[config.mk]
export PLATFORM = sky130hd
export DESIGN_NAME = dbg_auth_gate
export DESIGN_NICKNAME = d
export VERILOG_FILES = /design/src/rtl/dag_pkg.sv /design/src/rtl/dag_lfsr.sv /design/src/rtl/dag_mixer.sv /design/src/rtl/dag_lifecycle.sv /design/src/rtl/dbg_auth_gate.sv
export SDC_FILE = /design/constraint.sdc
export NUM_CORES = 1
export LEC_CHECK = 0
export ABC_AREA = 1
export CAP_MARGIN = 10
export CORE_ASPECT_RATIO = 1.4
export CORE_MARGIN = 8
export CORE_UTILIZATION = 36
export CTS_CLUSTER_SIZE = 40
export DETAILED_ROUTE_END_ITERATION = 12
export GPL_TIMING_DRIVEN = 0
export PLACE_DENSITY = 0.57
export SYNTH_ARGS = -nofsm -noshare
export SYNTH_HDL_FRONTEND = slang
export SYNTH_SLANG_ARGS = --single-unit
[constraint.sdc]
create_clock -name clk -period 8.4 [get_ports clk]
set_clock_uncertainty 0.15 [all_clocks]
set_input_delay 1.68 -clock clk [delete_from_list [all_inputs] [get_ports clk]]
set_output_delay 1.68 -clock clk [all_outputs]
set_load 0.02 [all_outputs]
[src/rtl/dag_pkg.sv]
// Shared types and the keyed mixing round for the debug access gate.
// Assumes a 32-bit challenge/response and a 64-bit secret split in two words.
package dag_pkg;
    localparam int RESP_W = 32;
    localparam int KEY_W  = 64;

    typedef enum logic [1:0] {
        LC_DEV  = 2'd0,
        LC_PROD = 2'd1,
        LC_USER = 2'd2,
        LC_EOL  = 2'd3
    } lc_t;

    // One XOR-rotate-add round; the key word alternates with the round index.
    function automatic logic [RESP_W-1:0] mix_round(
        input logic [RESP_W-1:0] x,
        input logic [KEY_W-1:0]  key,
        input logic [RESP_W-1:0] idx
    );
        logic [RESP_W-1:0] k;
        logic [RESP_W-1:0] t;
        k = idx[0] ? key[KEY_W-1:RESP_W] : key[RESP_W-1:0];
        t = x ^ k;
        return {t[RESP_W-6:0], t[RESP_W-1:RESP_W-5]} + k + idx;
    endfunction
endpackage

[src/rtl/dag_lfsr.sv]
// Free-running Galois LFSR supplying challenge values.
// Assumes SEED is nonzero; the tap set keeps the state nonzero forever.
module dag_lfsr #(
    parameter int          W    = 32,
    parameter logic [31:0] TAPS = 32'h8020_0003,
    parameter logic [31:0] SEED = 32'h1D0C_5A3B
) (
    input  logic         clk,
    input  logic         rst_n,
    output logic [W-1:0] state
);
    // Advance one step every cycle.
    always_ff @(posedge clk) begin
        if (!rst_n)
            state <= SEED[W-1:0];
        else if (state[0])
            state <= (state >> 1) ^ TAPS[W-1:0];
        else
            state <= state >> 1;
    end
endmodule

[src/rtl/dag_mixer.sv]
// Sequential keyed mixer: one round per cycle, ROUNDS rounds per run.
// A start pulse loads the seed; fin pulses the cycle after the last round.
// Assumes start is not raised again while a result is still wanted.
module dag_mixer
    import dag_pkg::*;
#(
    parameter int ROUNDS = 8
) (
    input  logic              clk,
    input  logic              rst_n,
    input  logic              start,
    input  logic [RESP_W-1:0] seed,
    input  logic [KEY_W-1:0]  key,
    output logic [RESP_W-1:0] acc,
    output logic              fin
);
    localparam int CNT_W = (ROUNDS > 1) ? $clog2(ROUNDS) : 1;
    localparam logic [CNT_W-1:0] LAST = CNT_W'(ROUNDS - 1);

    logic [CNT_W-1:0] cnt;
    logic             run;

    // Load on start, then apply one round per cycle until the last.
    always_ff @(posedge clk) begin
        if (!rst_n) begin
            acc <= '0;
            cnt <= '0;
            run <= 1'b0;
            fin <= 1'b0;
        end else begin
            fin <= 1'b0;
            if (start) begin
                acc <= seed;
                cnt <= '0;
                run <= 1'b1;
            end else if (run) begin
                acc <= mix_round(acc, key, RESP_W'(cnt));
                cnt <= cnt + CNT_W'(1);
                if (cnt == LAST) begin
                    run <= 1'b0;
                    fin <= 1'b1;
                end
            end
        end
    end
endmodule

[src/rtl/dag_lifecycle.sv]
// One-way lifecycle register: loaded from the boot value in reset,
// afterwards only strictly forward moves are accepted.
module dag_lifecycle
    import dag_pkg::*;
(
    input  logic       clk,
    input  logic       rst_n,
    input  logic [1:0] boot,
    input  logic       adv_valid,
    input  logic [1:0] adv_state,
    output lc_t        lc,
    output logic       bump
);
    // An advance is accepted only if it moves forward.
    assign bump = adv_valid && (adv_state > lc);

    // Hold the state; take forward moves.
    always_ff @(posedge clk) begin
        if (!rst_n)
            lc <= lc_t'(boot);
        else if (bump)
            lc <= lc_t'(adv_state);
    end
endmodule

[src/rtl/dbg_auth_gate.sv]
// Challenge-response gate for the debug chains.
// Sequence: request -> challenge pending -> response taken -> mixer runs
// ROUNDS cycles -> compare and report. Lifecycle sets the policy: open in
// development, enforced in production/user, shut in end-of-life.
// Assumes the secret store keeps its value across reset (provisioned store).
module dbg_auth_gate
    import dag_pkg::*;
#(
    parameter int ROUNDS    = 8,
    parameter int MAX_FAILS = 3
) (
    input  logic        clk,
    input  logic        rst_n,
    input  logic [1:0]  lc_boot,
    input  logic        lc_adv_valid,
    input  logic [1:0]  lc_adv_state,
    output logic [1:0]  lc_state,
    input  logic        prov_we,
    input  logic [63:0] prov_secret,
    input  logic        dbg_req,
    output logic        chal_valid,
    output logic [31:0] chal,
    input  logic        resp_valid,
    input  logic [31:0] resp,
    output logic        auth_done,
    output logic        auth_ok,
    output logic        chain_en
);
    localparam int FAIL_W = $clog2(MAX_FAILS + 1);

    typedef enum logic [1:0] {S_IDLE, S_WAIT, S_MIX} st_t;

    st_t               st;
    lc_t               lc;
    logic              bump;
    logic [RESP_W-1:0] lfsr_q;
    logic [RESP_W-1:0] chal_q;
    logic [RESP_W-1:0] resp_q;
    logic [RESP_W-1:0] expect_q;
    logic [KEY_W-1:0]  secret;
    logic              mix_fin;
    logic              mix_start;
    logic              unlock;
    logic [FAIL_W-1:0] fail_cnt;
    logic              locked;
    logic              enforced;

    dag_lifecycle u_lc (
        .clk       (clk),
        .rst_n     (rst_n),
        .boot      (lc_boot),
        .adv_valid (lc_adv_valid),
        .adv_state (lc_adv_state),
        .lc        (lc),
        .bump      (bump)
    );

    dag_lfsr #(.W(RESP_W)) u_lfsr (
        .clk   (clk),
        .rst_n (rst_n),
        .state (lfsr_q)
    );

    dag_mixer #(.ROUNDS(ROUNDS)) u_mix (
        .clk   (clk),
        .rst_n (rst_n),
        .start (mix_start),
        .seed  (chal_q),
        .key   (secret),
        .acc   (expect_q),
        .fin   (mix_fin)
    );

    assign enforced  = (lc == LC_PROD) || (lc == LC_USER);
    assign locked    = (fail_cnt >= FAIL_W'(MAX_FAILS));
    assign mix_start = (st == S_WAIT) && resp_valid && !bump;

    // Secret store: written only in development, never reset.
    always_ff @(posedge clk) begin
        if (prov_we && lc == LC_DEV)
            secret <= prov_secret;
    end

    // Exchange sequencer, unlock state and wrong-result counter.
    always_ff @(posedge clk) begin
        if (!rst_n) begin
            st        <= S_IDLE;
            chal_q    <= '0;
            resp_q    <= '0;
            unlock    <= 1'b0;
            fail_cnt  <= '0;
            auth_done <= 1'b0;
            auth_ok   <= 1'b0;
        end else begin
            auth_done <= 1'b0;
            auth_ok   <= 1'b0;
            if (bump) begin
                st     <= S_IDLE;
                unlock <= 1'b0;
            end else begin
                case (st)
                    S_IDLE: if (dbg_req && enforced && !locked) begin
                        chal_q <= lfsr_q;
                        st     <= S_WAIT;
                    end
                    S_WAIT: if (resp_valid) begin
                        resp_q <= resp;
                        st     <= S_MIX;
                    end
                    S_MIX: if (mix_fin) begin
                        st        <= S_IDLE;
                        auth_done <= 1'b1;
                        auth_ok   <= (resp_q == expect_q);
                        unlock    <= (resp_q == expect_q);
                        fail_cnt  <= (resp_q == expect_q) ? '0 : fail_cnt + FAIL_W'(1);
                    end
                    default: st <= S_IDLE;
                endcase
            end
        end
    end

    assign lc_state   = lc;
    assign chal_valid = (st == S_WAIT);
    assign chal       = chal_q;
    assign chain_en   = (lc == LC_DEV) || (unlock && enforced);
endmodule

==> out/qor.yml, run 1 <==
global_routing:
  grt_use_total_pct: 17.7
  gr-total-overflow: 0
  grt_pass1_vias: 9242
  grt_pass1_wl_mm: 49.7
  grt_max_degree: 41
  grt_antenna_before_repair: 0
power_and_ir_drop:
  ir_drop_v: 0.000147
  leakagePower_uw: 0.00610
  p_per_area_mw_per_mm2: 222
timing:
  final.setup.tns_ns: 0
  worst_slew_margin_rel_pct: 49.7
  period_needed_ns: 4.37
  hold_violations: 0
  slew_viol_final: 0
  grt_setup_unrepaired: "no"
  timing.fmax_mhz: 229
  worst_pin_slew_ns: 0.733
  setup_violations: 0
  worst_slack_ns: 4.03
  fin_crit_sh_pct: 52.0
  timing.hold.ws_ns: 0.273
clocking:
  ctsRootBufferMaster: "clkbuf_16"
  post_cts_buffers: 0
  cts_tree: "built"
  ctsHoldBuffers: 0
  cts_htree_levels: 1
  cts_buffers: 24
  clk_latency_ns: 0.53
  clk_pin_slew_ns: 0.06
  cts_sinks: 206
  clockBufferDepth: 3
  ctsResizeCount: 0
run_status:
  outcome: "completed"
floorplan:
  die_h_um: 221
  fp.dieW_um: 163
  start_util_pct: 36.4
  rows: 75
  coreArea_mm2: 0.0298
  die_area_mm2: 0.0360
  boundaryPins: 144
logic_synthesis:
  syn_area_mm2: 0.0109
  synth_cell_types: 36
  post_synth_most_frequent_cells: "nand2_1, inv_1, nor2_1, dfxtp_1, o21ai_0"
  synth_edf_count: 66
  ys_warn_count: 0
  synth_nets: 1539
  yosysMostFrequentCell: "nand2_1"
  yosysSeqAreaShare_pct: 44.1
  synth-main-ff-cell: "dfxtp_1"
  synthCells: 1365
  synth_top_area_share_pct: 25.8
  avgSynthCellArea_um2: 7.95
  netlist.top_cell.by_area: "dfxtp_1"
  async_reset_ff_share_pct: 0
  synthTopCellsByArea: "dfxtp_1, edfxtp_1, nand2_1"
  ys_seq_elements: 206
placed_design:
  io_buffers: 142
  dpl_cell_area_mm2: 0.0128
  gp_congestion: 0.910
  dpl.hpwl_mm: 26.6
  place_worst_setup_slack_ns: 4.01
drt:
  totalWireLength_mm: 32.1
  wl_met3_mm: 1.31
  post_drt_wl_per_cell_um: 16.6
  wl_met2_mm: 16.6
  drt_first_pass_iters: 5
  drtIter0Drc: 461
  drc: 0
  postRouteAntennaNets: 0
  met1Wirelength_mm: 13.1
  vias: 9072
  routed.top_layer: "met4"
  routed_via_density: 4.69
layout:
  syn_to_final_growth_pct: 25.4
  drive_gt1_share_pct: 7.54
  n_antenna_cell: 0
  ff_latch_area_mm2: 0.00478
  fin_area_mm2: 0.0136
  nets: 1708
  multi_input_area_mm2: 0.00513
  fillCellCount: 3030
worst_setup_path:
  worstRegToRegCells: 18
  crit_required_ns: 8.62
  worstSetupPathType: "flip-flop to flip-flop"
  rr_endpoint: "u_mix.acc[29]"
  critPathCaptureType: "flip-flop"
  rr_startpoint: "u_mix.cnt[0]"
  start_kind: "flip-flop"
  path_max_fanout: 10
  reg2reg_slack_ns: 4.03
  cp.arrival_ns: 4.59
flow_run:
  cap_violations: 0
worst_hold_path:
  min_from: "u_lfsr.state[23]"
  holdPathEnd: "u_lfsr.state[22]"
  hp-class: "flip-flop to flip-flop"
  whs_path_depth: 2
==> state kept, by name, indices dropped and copies added, names as in the netlist, 2 cells and up <==
name and count:
fail_cnt 2, secret 64, u_mix.acc 32, st 2
chal 32, u_mix.cnt 3, resp_q 32, u_lc.lc 2
u_lfsr.state 32
==> cells by family after synthesis <==
family | Yosys count | synth area share, %
mux | 30 | 3.09
buf+inv | 238 | 8.67
xor+xnor | 67 | 5.41
simple gates | 578 | 21.8
fa+ha+maj | 68 | 8.11
flops | 206 | 44.1
compound gates | 178 | 8.89
==> where the power goes <==
part           switching [uW]  internal, uW
Combinational             490           315
Sequential               49.1          1100
Clock                     414           658
Total                     953          2070
==> worst max path at each step <==
stage	start	to	slack [ns]
detailed placement	u_mix.cnt[0]	u_mix.acc[29]	4.01
CTS	u_mix.cnt[0]	u_mix.acc[29]	3.96
finish	u_mix.cnt[0]	u_mix.acc[29]	4.03
global placement	prov_we	secret[35]	3.73
floorplan	prov_we	secret[0]	4.87
global route	u_mix.cnt[0]	u_mix.acc[29]	3.70
==> worst max-delay path: stages (launching register included) <==
cell	delay, ns
dfxtp_1	0.39
buf_2	0.30
buf_2	0.36
mux2i_1	0.63
fa_1	0.53
inv_1	0.07
ha_1	0.21
inv_1	0.07
fa_1	0.41
inv_1	0.11
nand3_1	0.07
nand3_1	0.13
nand3_1	0.08
nand3_1	0.22
nand2_1	0.14
nand2_1	0.09
nand2_1	0.05
nand3_1	0.11
a21oi_1	0.08
==> cell usage in the layout (no fill, tap or decap), types with 26 or more instances in the layout <==
cell	instances
a21oi_1	66
clkbuf_16	26
clkdlybuf4s50_1	142
dfxtp_1	140
edfxtp_1	66
ha_1	64
inv_1	192
mux2_2	28
nand2_1	318
nand3_1	56
nor2_1	165
o21ai_0	76
xor2_1	46
==> final cells by class <==
cell class	count	area share, %
buffer	42	1.51
timing repair buffer	143	10.6
tap	385	3.54
inverter	196	5.40
sequential	206	35.1
clock inverter	7	0.542
clock buffer	36	5.59
multi-input combinational	921	37.7
==> per-stage QoR <==
stage	instances	util, %	power, uW
after floorplan	1365	-	1680
after global placement	1892	42.8	1970
after detailed placement	1893	42.8	1970
after CTS	1936	45.6	3060
after global routing	1936	45.6	3200
final	1936	45.6	3020
==> per-layer routing <==
layer	up-vias	GRT usage, %
met5	-	0
met4	0	6.77
met3	49	3.03
met2	188	32.4
met1	4143	19.9
li1	4692	-
No activity file was read; power rests on OpenSTA's default activity.
==> run 2: changes to the inputs <==
==> constraint.sdc (replaced) <==
create_clock -name clk -period 4.3 [get_ports clk]
set_clock_uncertainty 0.15 [all_clocks]
set_input_delay 0.86 -clock clk [delete_from_list [all_inputs] [get_ports clk]]
set_output_delay 0.86 -clock clk [all_outputs]
set_load 0.02 [all_outputs]
==> run 2 against run 1 <==
  * Global-route usage unchanged
  * Non-clock buffer count decreased by 1
  * First-iteration DRC count decreased by 11%
  * Cell area increased by 0.10%
  * Sequential power increased by 95%
  * Die area unchanged
  * Via count decreased by 0.47%
  * Total power increased by 95%
  * Worst setup slack got worse by 3.6 ns
  * Combinational power increased by 95%
  * Critical path depth unchanged
==> out/qor.yml, run 2 (synthesis results as in run 1) <==
power_and_ir_drop:
  p_switching_uw: 1860
  swShare_pct: 31.5
  combPwrFrac_pct: 26.6
  internal_power_uw: 4050
  ir_drop_v: 0.000287
  leakagePower_uw: 0.00611
  p_per_area_mw_per_mm2: 433
  sequentialPowerShare_pct: 37.9
  p_clk_share_pct: 35.4
global_routing:
  grt_pass1_vias: 9242
  grt_use_total_pct: 17.7
  gr-total-overflow: 0
  grt_max_degree: 41
  grt_antenna_before_repair: 0
  grt_pass1_wl_mm: 49.7
worst_setup_path:
  start_kind: "flip-flop"
  cp.arrival_ns: 4.12
  crit_start: "u_mix.cnt[0]"
  crit_required_ns: 4.52
  worstSetupPathType: "flip-flop to flip-flop"
  rr_endpoint: "u_mix.acc[25]"
  path_max_fanout: 19
  rr_startpoint: "u_mix.cnt[0]"
  slowest_delay_ns: 0.45
  path_buf_inv: 4
  worst_path_max_delay_cell: "fa_1"
  path_delay_family: "adder cells"
  crit_chain: "buf_4 -> mux2_2 -> xor2_2 -> fa_1 -> inv_1 -> ha_1 -> inv_1 -> fa_1 -> inv_1 -> nand3_1 -> nand3_1 -> nand2_1 -> nand2_1 -> nand2_1 -> nand3_1 -> nand2_1 -> nand3_1 -> a21oi_1"
  reg2reg_slack_ns: 0.40
  critPathCaptureType: "flip-flop"
  worstRegToRegCells: 18
drt:
  routed_via_density: 4.67
  vias: 9029
  drc: 0
  drt_first_pass_iters: 5
  drtIter0Drc: 409
  totalWireLength_mm: 32.1
  post_drt_wl_per_cell_um: 16.6
  postRouteAntennaNets: 0
clocking:
  cts_htree_levels: 1
  clk_pin_slew_ns: 0.06
  clk_latency_ns: 0.53
  cts_tree: "built"
  cts_buffers: 24
  cts_sinks: 206
  clockBufferDepth: 3
  ctsRootBufferMaster: "clkbuf_16"
  ctsHoldBuffers: 0
layout:
  n_antenna_cell: 0
  largest_register_ffs: 64
  fillCellCount: 3026
  multi_input_area_mm2: 0.00515
  mostFrequentLayoutCell: "nand2_1"
  largest-register: "secret"
  syn_to_final_growth_pct: 25.5
  layout_common_cells: "nand2_1, inv_1, nor2_1, clkdlybuf4s50_1, dfxtp_1"
  ff_latch_area_mm2: 0.00478
  drive_gt1_share_pct: 7.68
  nets: 1707
timing:
  worst_slack_ns: 0.397
  final.setup.tns_ns: 0
  timing.fmax_mhz: 256
  hold_violations: 0
  grt_setup_unrepaired: "no"
  fin_crit_sh_pct: 90.8
  worst_slew_margin_rel_pct: 49.5
  slew_viol_final: 0
  worst_pin_slew_ns: 0.736
  setup_violations: 0
  period_needed_ns: 3.90
run_status:
  outcome: "completed"
floorplan:
  boundaryPins: 144
  rows: 75
  start_util_pct: 36.4
  coreArea_mm2: 0.0298
  die_h_um: 221
  fp.dieW_um: 163
  die_area_mm2: 0.0360
placed_design:
  io_buffers: 142
  gp_congestion: 0.910
  dpl.hpwl_mm: 26.6
  place_worst_setup_slack_ns: -0.0923
flow_run:
  cap_violations: 0
worst_hold_path:
  holdPathEnd: "u_lfsr.state[22]"
  min_from: "u_lfsr.state[23]"
  hp-class: "flip-flop to flip-flop"
  whs_path_depth: 2
[run 2: per-stage QoR]
stage	util, %	total power, uW	instance area [um^2]	cells	hold WS (ns)
after CTS	45.6	5980	13600	1936	0.273
after floorplan	-	3290	10900	1365	0.254
after detailed placement	42.8	3850	12800	1893	0.264
after global routing	45.7	6250	13600	1935	0.285
after global placement	42.8	3840	12800	1892	0.263
final	45.7	5910	13600	1935	0.273
[run 2: layout make-up]
class / count / area share, %
clock inverter: 7 / 0.542
sequential: 206 / 35.1
clock buffer: 36 / 5.58
inverter: 196 / 5.40
tap: 385 / 3.54
buffer: 41 / 1.49
multi-input combinational: 921 / 37.8
timing repair buffer: 143 / 10.6
[run 2: repair_timing]
action | 4_1_cts | 5_1_grt
resized for setup | 2 | 3
buffers inserted | 0 | 0
endpoints found under the setup margin | 3 | 3
[run 2: worst max path at each step]
stage / end / depth (start not counted) / slack [ns]
6_report: u_mix.acc[25] / 18 / 0.40
5_1_grt: u_mix.acc[25] / 18 / 0.11
4_1_cts: u_mix.acc[29] / 19 / 0.06
3_5_place_dp: u_mix.acc[29] / 19 / -0.09
3_3_place_gp: u_mix.acc[29] / 19 / -0.07
2_1_floorplan: u_mix.acc[29] / 19 / 0.87
[run 2: power by group through the flow]
| stage | registers, uW | clock network, uW | logic, uW |
|---|---|---|---|
| 2_1_floorplan | 2300 | 0 | 991 |
| 3_3_place_gp | 2280 | 0 | 1560 |
| 3_5_place_dp | 2280 | 0 | 1570 |
| 4_1_cts | 2240 | 2150 | 1590 |
| 5_1_grt | 2250 | 2240 | 1760 |
| 6_report | 2240 | 2090 | 1570 |
[run 2: worst reg2reg max path, stage by stage, from the launching register on]
cell and delay (ns):
dfxtp_1 0.39, buf_4 0.32, mux2_2 0.44, xor2_2 0.21, fa_1 0.45, inv_1 0.07, ha_1 0.21, inv_1 0.07
fa_1 0.41, inv_1 0.11, nand3_1 0.07, nand3_1 0.13, nand2_1 0.07, nand2_1 0.17, nand2_1 0.13, nand3_1 0.10
nand2_1 0.05, nand3_1 0.14, a21oi_1 0.08
[run 2: routing by layer]
metal | global-route usage, % | wire length (um)
met2 | 32.4 | 16500
met4 | 6.77 | 1100
met5 | 0 | 0
met3 | 3.03 | 1310
met1 | 19.9 | 13100
==> run 3: changes to the inputs <==
--- a/config.mk
+++ b/config.mk
@@ -10,7 +10,6 @@
 export CORE_ASPECT_RATIO = 1.4
 export CORE_MARGIN = 8
 export CORE_UTILIZATION = 36
-export CTS_CLUSTER_SIZE = 40
 export DETAILED_ROUTE_END_ITERATION = 12
 export GPL_TIMING_DRIVEN = 0
 export PLACE_DENSITY = 0.57
==> constraint.sdc (replaced) <==
create_clock -name clk -period 4.5 [get_ports clk]
set_clock_uncertainty 0.15 [all_clocks]
set_input_delay 0.9 -clock clk [delete_from_list [all_inputs] [get_ports clk]]
set_output_delay 0.9 -clock clk [all_outputs]
set_load 0.02 [all_outputs]
==> run 3 against run 2 <==
  * Global-route usage about the same
  * Sequential share of layout area about the same
  * Critical endpoint is now u_mix.acc[29]
  * Largest cell class unchanged
  * Wire length up 0.10%
  * Register-to-register slack worse by 0.15 ns
  * Total power down 4.5%
  * Via count up 0.21%
  * Critical path depth unchanged
  * Critical path type unchanged
  * Clock power down 4%
  * Cell area about the same
  * Fmax down 8.2%
  * Highest routed layer unchanged
  * Die area unchanged
==> out/qor.yml, run 3 (synthesis results as in run 1) <==
layout:
  fin_util_pct: 45.7
  largest-register: "secret"
  drive_gt1_share_pct: 7.61
  layout_common_cells: "nand2_1, inv_1, nor2_1, clkdlybuf4s50_1, dfxtp_1"
  nets: 1708
  mostFrequentLayoutCell: "nand2_1"
  largest_register_ffs: 64
  n_antenna_cell: 0
  syn_to_final_growth_pct: 25.5
  fin_cells: 1936
timing:
  timing.fmax_mhz: 235
  worst_slew_margin_rel_pct: 49.6
  hold_violations: 0
  fin_crit_sh_pct: 94.5
  timing.hold.ws_ns: 0.273
  grt_setup_unrepaired: "no"
  period_needed_ns: 4.25
  final.setup.tns_ns: 0
  worst_pin_slew_ns: 0.735
  setup_violations: 0
  slew_viol_final: 0
power_and_ir_drop:
  sequentialPowerShare_pct: 38.0
  p_switching_uw: 1770
  p_clk_share_pct: 35.4
  internal_power_uw: 3870
  leakagePower_uw: 0.00611
  p_per_area_mw_per_mm2: 414
  ir_drop_v: 0.000307
  total_power_uw: 5640
  combPwrFrac_pct: 26.6
  swShare_pct: 31.5
global_routing:
  grt_use_total_pct: 17.7
  gr-total-overflow: 0
  grt_max_degree: 41
  grt_pass1_wl_mm: 49.6
  grt_antenna_before_repair: 0
  grt_pass1_vias: 9255
clocking:
  cts_tree: "built"
  clockBufferDepth: 3
  cts_buffers: 24
  clk_pin_slew_ns: 0.06
  ctsRootBufferMaster: "clkbuf_16"
  cts_sinks: 206
  cts_htree_levels: 1
  clk_latency_ns: 0.53
drt:
  routed_via_density: 4.67
  drtIter0Drc: 467
  totalWireLength_mm: 32.1
  drt_first_pass_iters: 4
  vias: 9048
  postRouteAntennaNets: 0
  post_drt_wl_per_cell_um: 16.6
  drc: 0
worst_hold_path:
  min_from: "u_lfsr.state[23]"
  whs_path_depth: 2
  hp-class: "flip-flop to flip-flop"
  holdPathEnd: "u_lfsr.state[22]"
worst_setup_path:
  rr_endpoint: "u_mix.acc[29]"
  crit_required_ns: 4.72
  worstSetupPathType: "flip-flop to flip-flop"
  cp.arrival_ns: 4.48
  crit_start: "u_mix.cnt[0]"
  critPathCaptureType: "flip-flop"
  reg2reg_slack_ns: 0.25
  worstRegToRegCells: 18
  path_max_fanout: 10
  rr_startpoint: "u_mix.cnt[0]"
  start_kind: "flip-flop"
placed_design:
  gp_congestion: 0.910
  place_inst: 1893
  dpl.hpwl_mm: 26.6
  io_buffers: 142
run_status:
  outcome: "completed"
floorplan:
  boundaryPins: 144
  die_h_um: 221
  fp.dieW_um: 163
  rows: 75
  coreArea_mm2: 0.0298
  die_area_mm2: 0.0360
  start_util_pct: 36.4
flow_run:
  cap_violations: 0
-- run 3: cell types whose count changed in the layout (fill, tap and decap cells not counted), sizes merged --
cell,change
clkbuf,+2
buf,-1
clkinv,+1
clkinvlp,-1
-- run 3: what timing repair did --
item | in CTS | in global routing
hold buffers | 0 | 0
gates resized for setup | 0 | 3
buffers inserted | 0 | 0
setup endpoints to repair | 0 | 5
-- run 3: metal layers --
| layer | global-route usage, % | share of wire [%] |
|---|---|---|
| met2 | 32.5 | 52 |
| met3 | 2.92 | 4.0 |
| met4 | 6.74 | 3.5 |
| met5 | 0 | 0 |
| met1 | 19.9 | 41 |
-- run 3: how the worst max path moves through the flow --
stage / endpoint / slack, ns / cells past startpoint
after detailed placement: u_mix.acc[29] / 0.11 / 19
after global routing: u_mix.acc[29] / 0.01 / 18
after global placement: u_mix.acc[29] / 0.13 / 19
after floorplan: u_mix.acc[29] / 1.07 / 19
final: u_mix.acc[29] / 0.25 / 18
after CTS: u_mix.acc[29] / 0.06 / 19
-- run 3: worst max-delay path, cell delays in order, from the launching register on --
cell      delay, ns
dfxtp_1        0.40
clkbuf_4       0.26
clkbuf_4       0.28
mux2i_1        0.61
fa_1           0.53
inv_1          0.07
ha_1           0.21
inv_1          0.07
fa_1           0.41
inv_1          0.11
nand3_1        0.07
nand3_1        0.13
nand3_1        0.08
nand3_1        0.22
nand2_1        0.15
nand2_1        0.09
nand2_1        0.05
nand3_1        0.11
a21oi_1        0.08
-- run 3: layout make-up --
type                            count  area, um^2
Tap cell                          385         482
Clock buffer                       36         761
Multi-Input combinational cell    921        5140
Clock inverter                      7        73.8
Fill cell                        3028       16200
Sequential cell                   206        4780
Buffer                             42         210
Timing Repair Buffer              143        1440
Inverter                          196         736
-- run 3: stage by stage --
step,cell area [um^2],setup slack [ns]
after detailed placement,12800,0.108
after global routing,13600,0.0101
after global placement,12800,0.133
after CTS,13600,0.0560
after floorplan,10900,1.07
final,13600,0.247
-- run 3: power groups by stage --
stage,Combinational [uW],Sequential [uW],Clock [uW]
3_5_place_dp,1500,2180,0
5_1_grt,1680,2150,2130
6_report,1500,2140,2000
4_1_cts,1510,2140,2050
2_1_floorplan,947,2200,0
3_3_place_gp,1490,2180,0
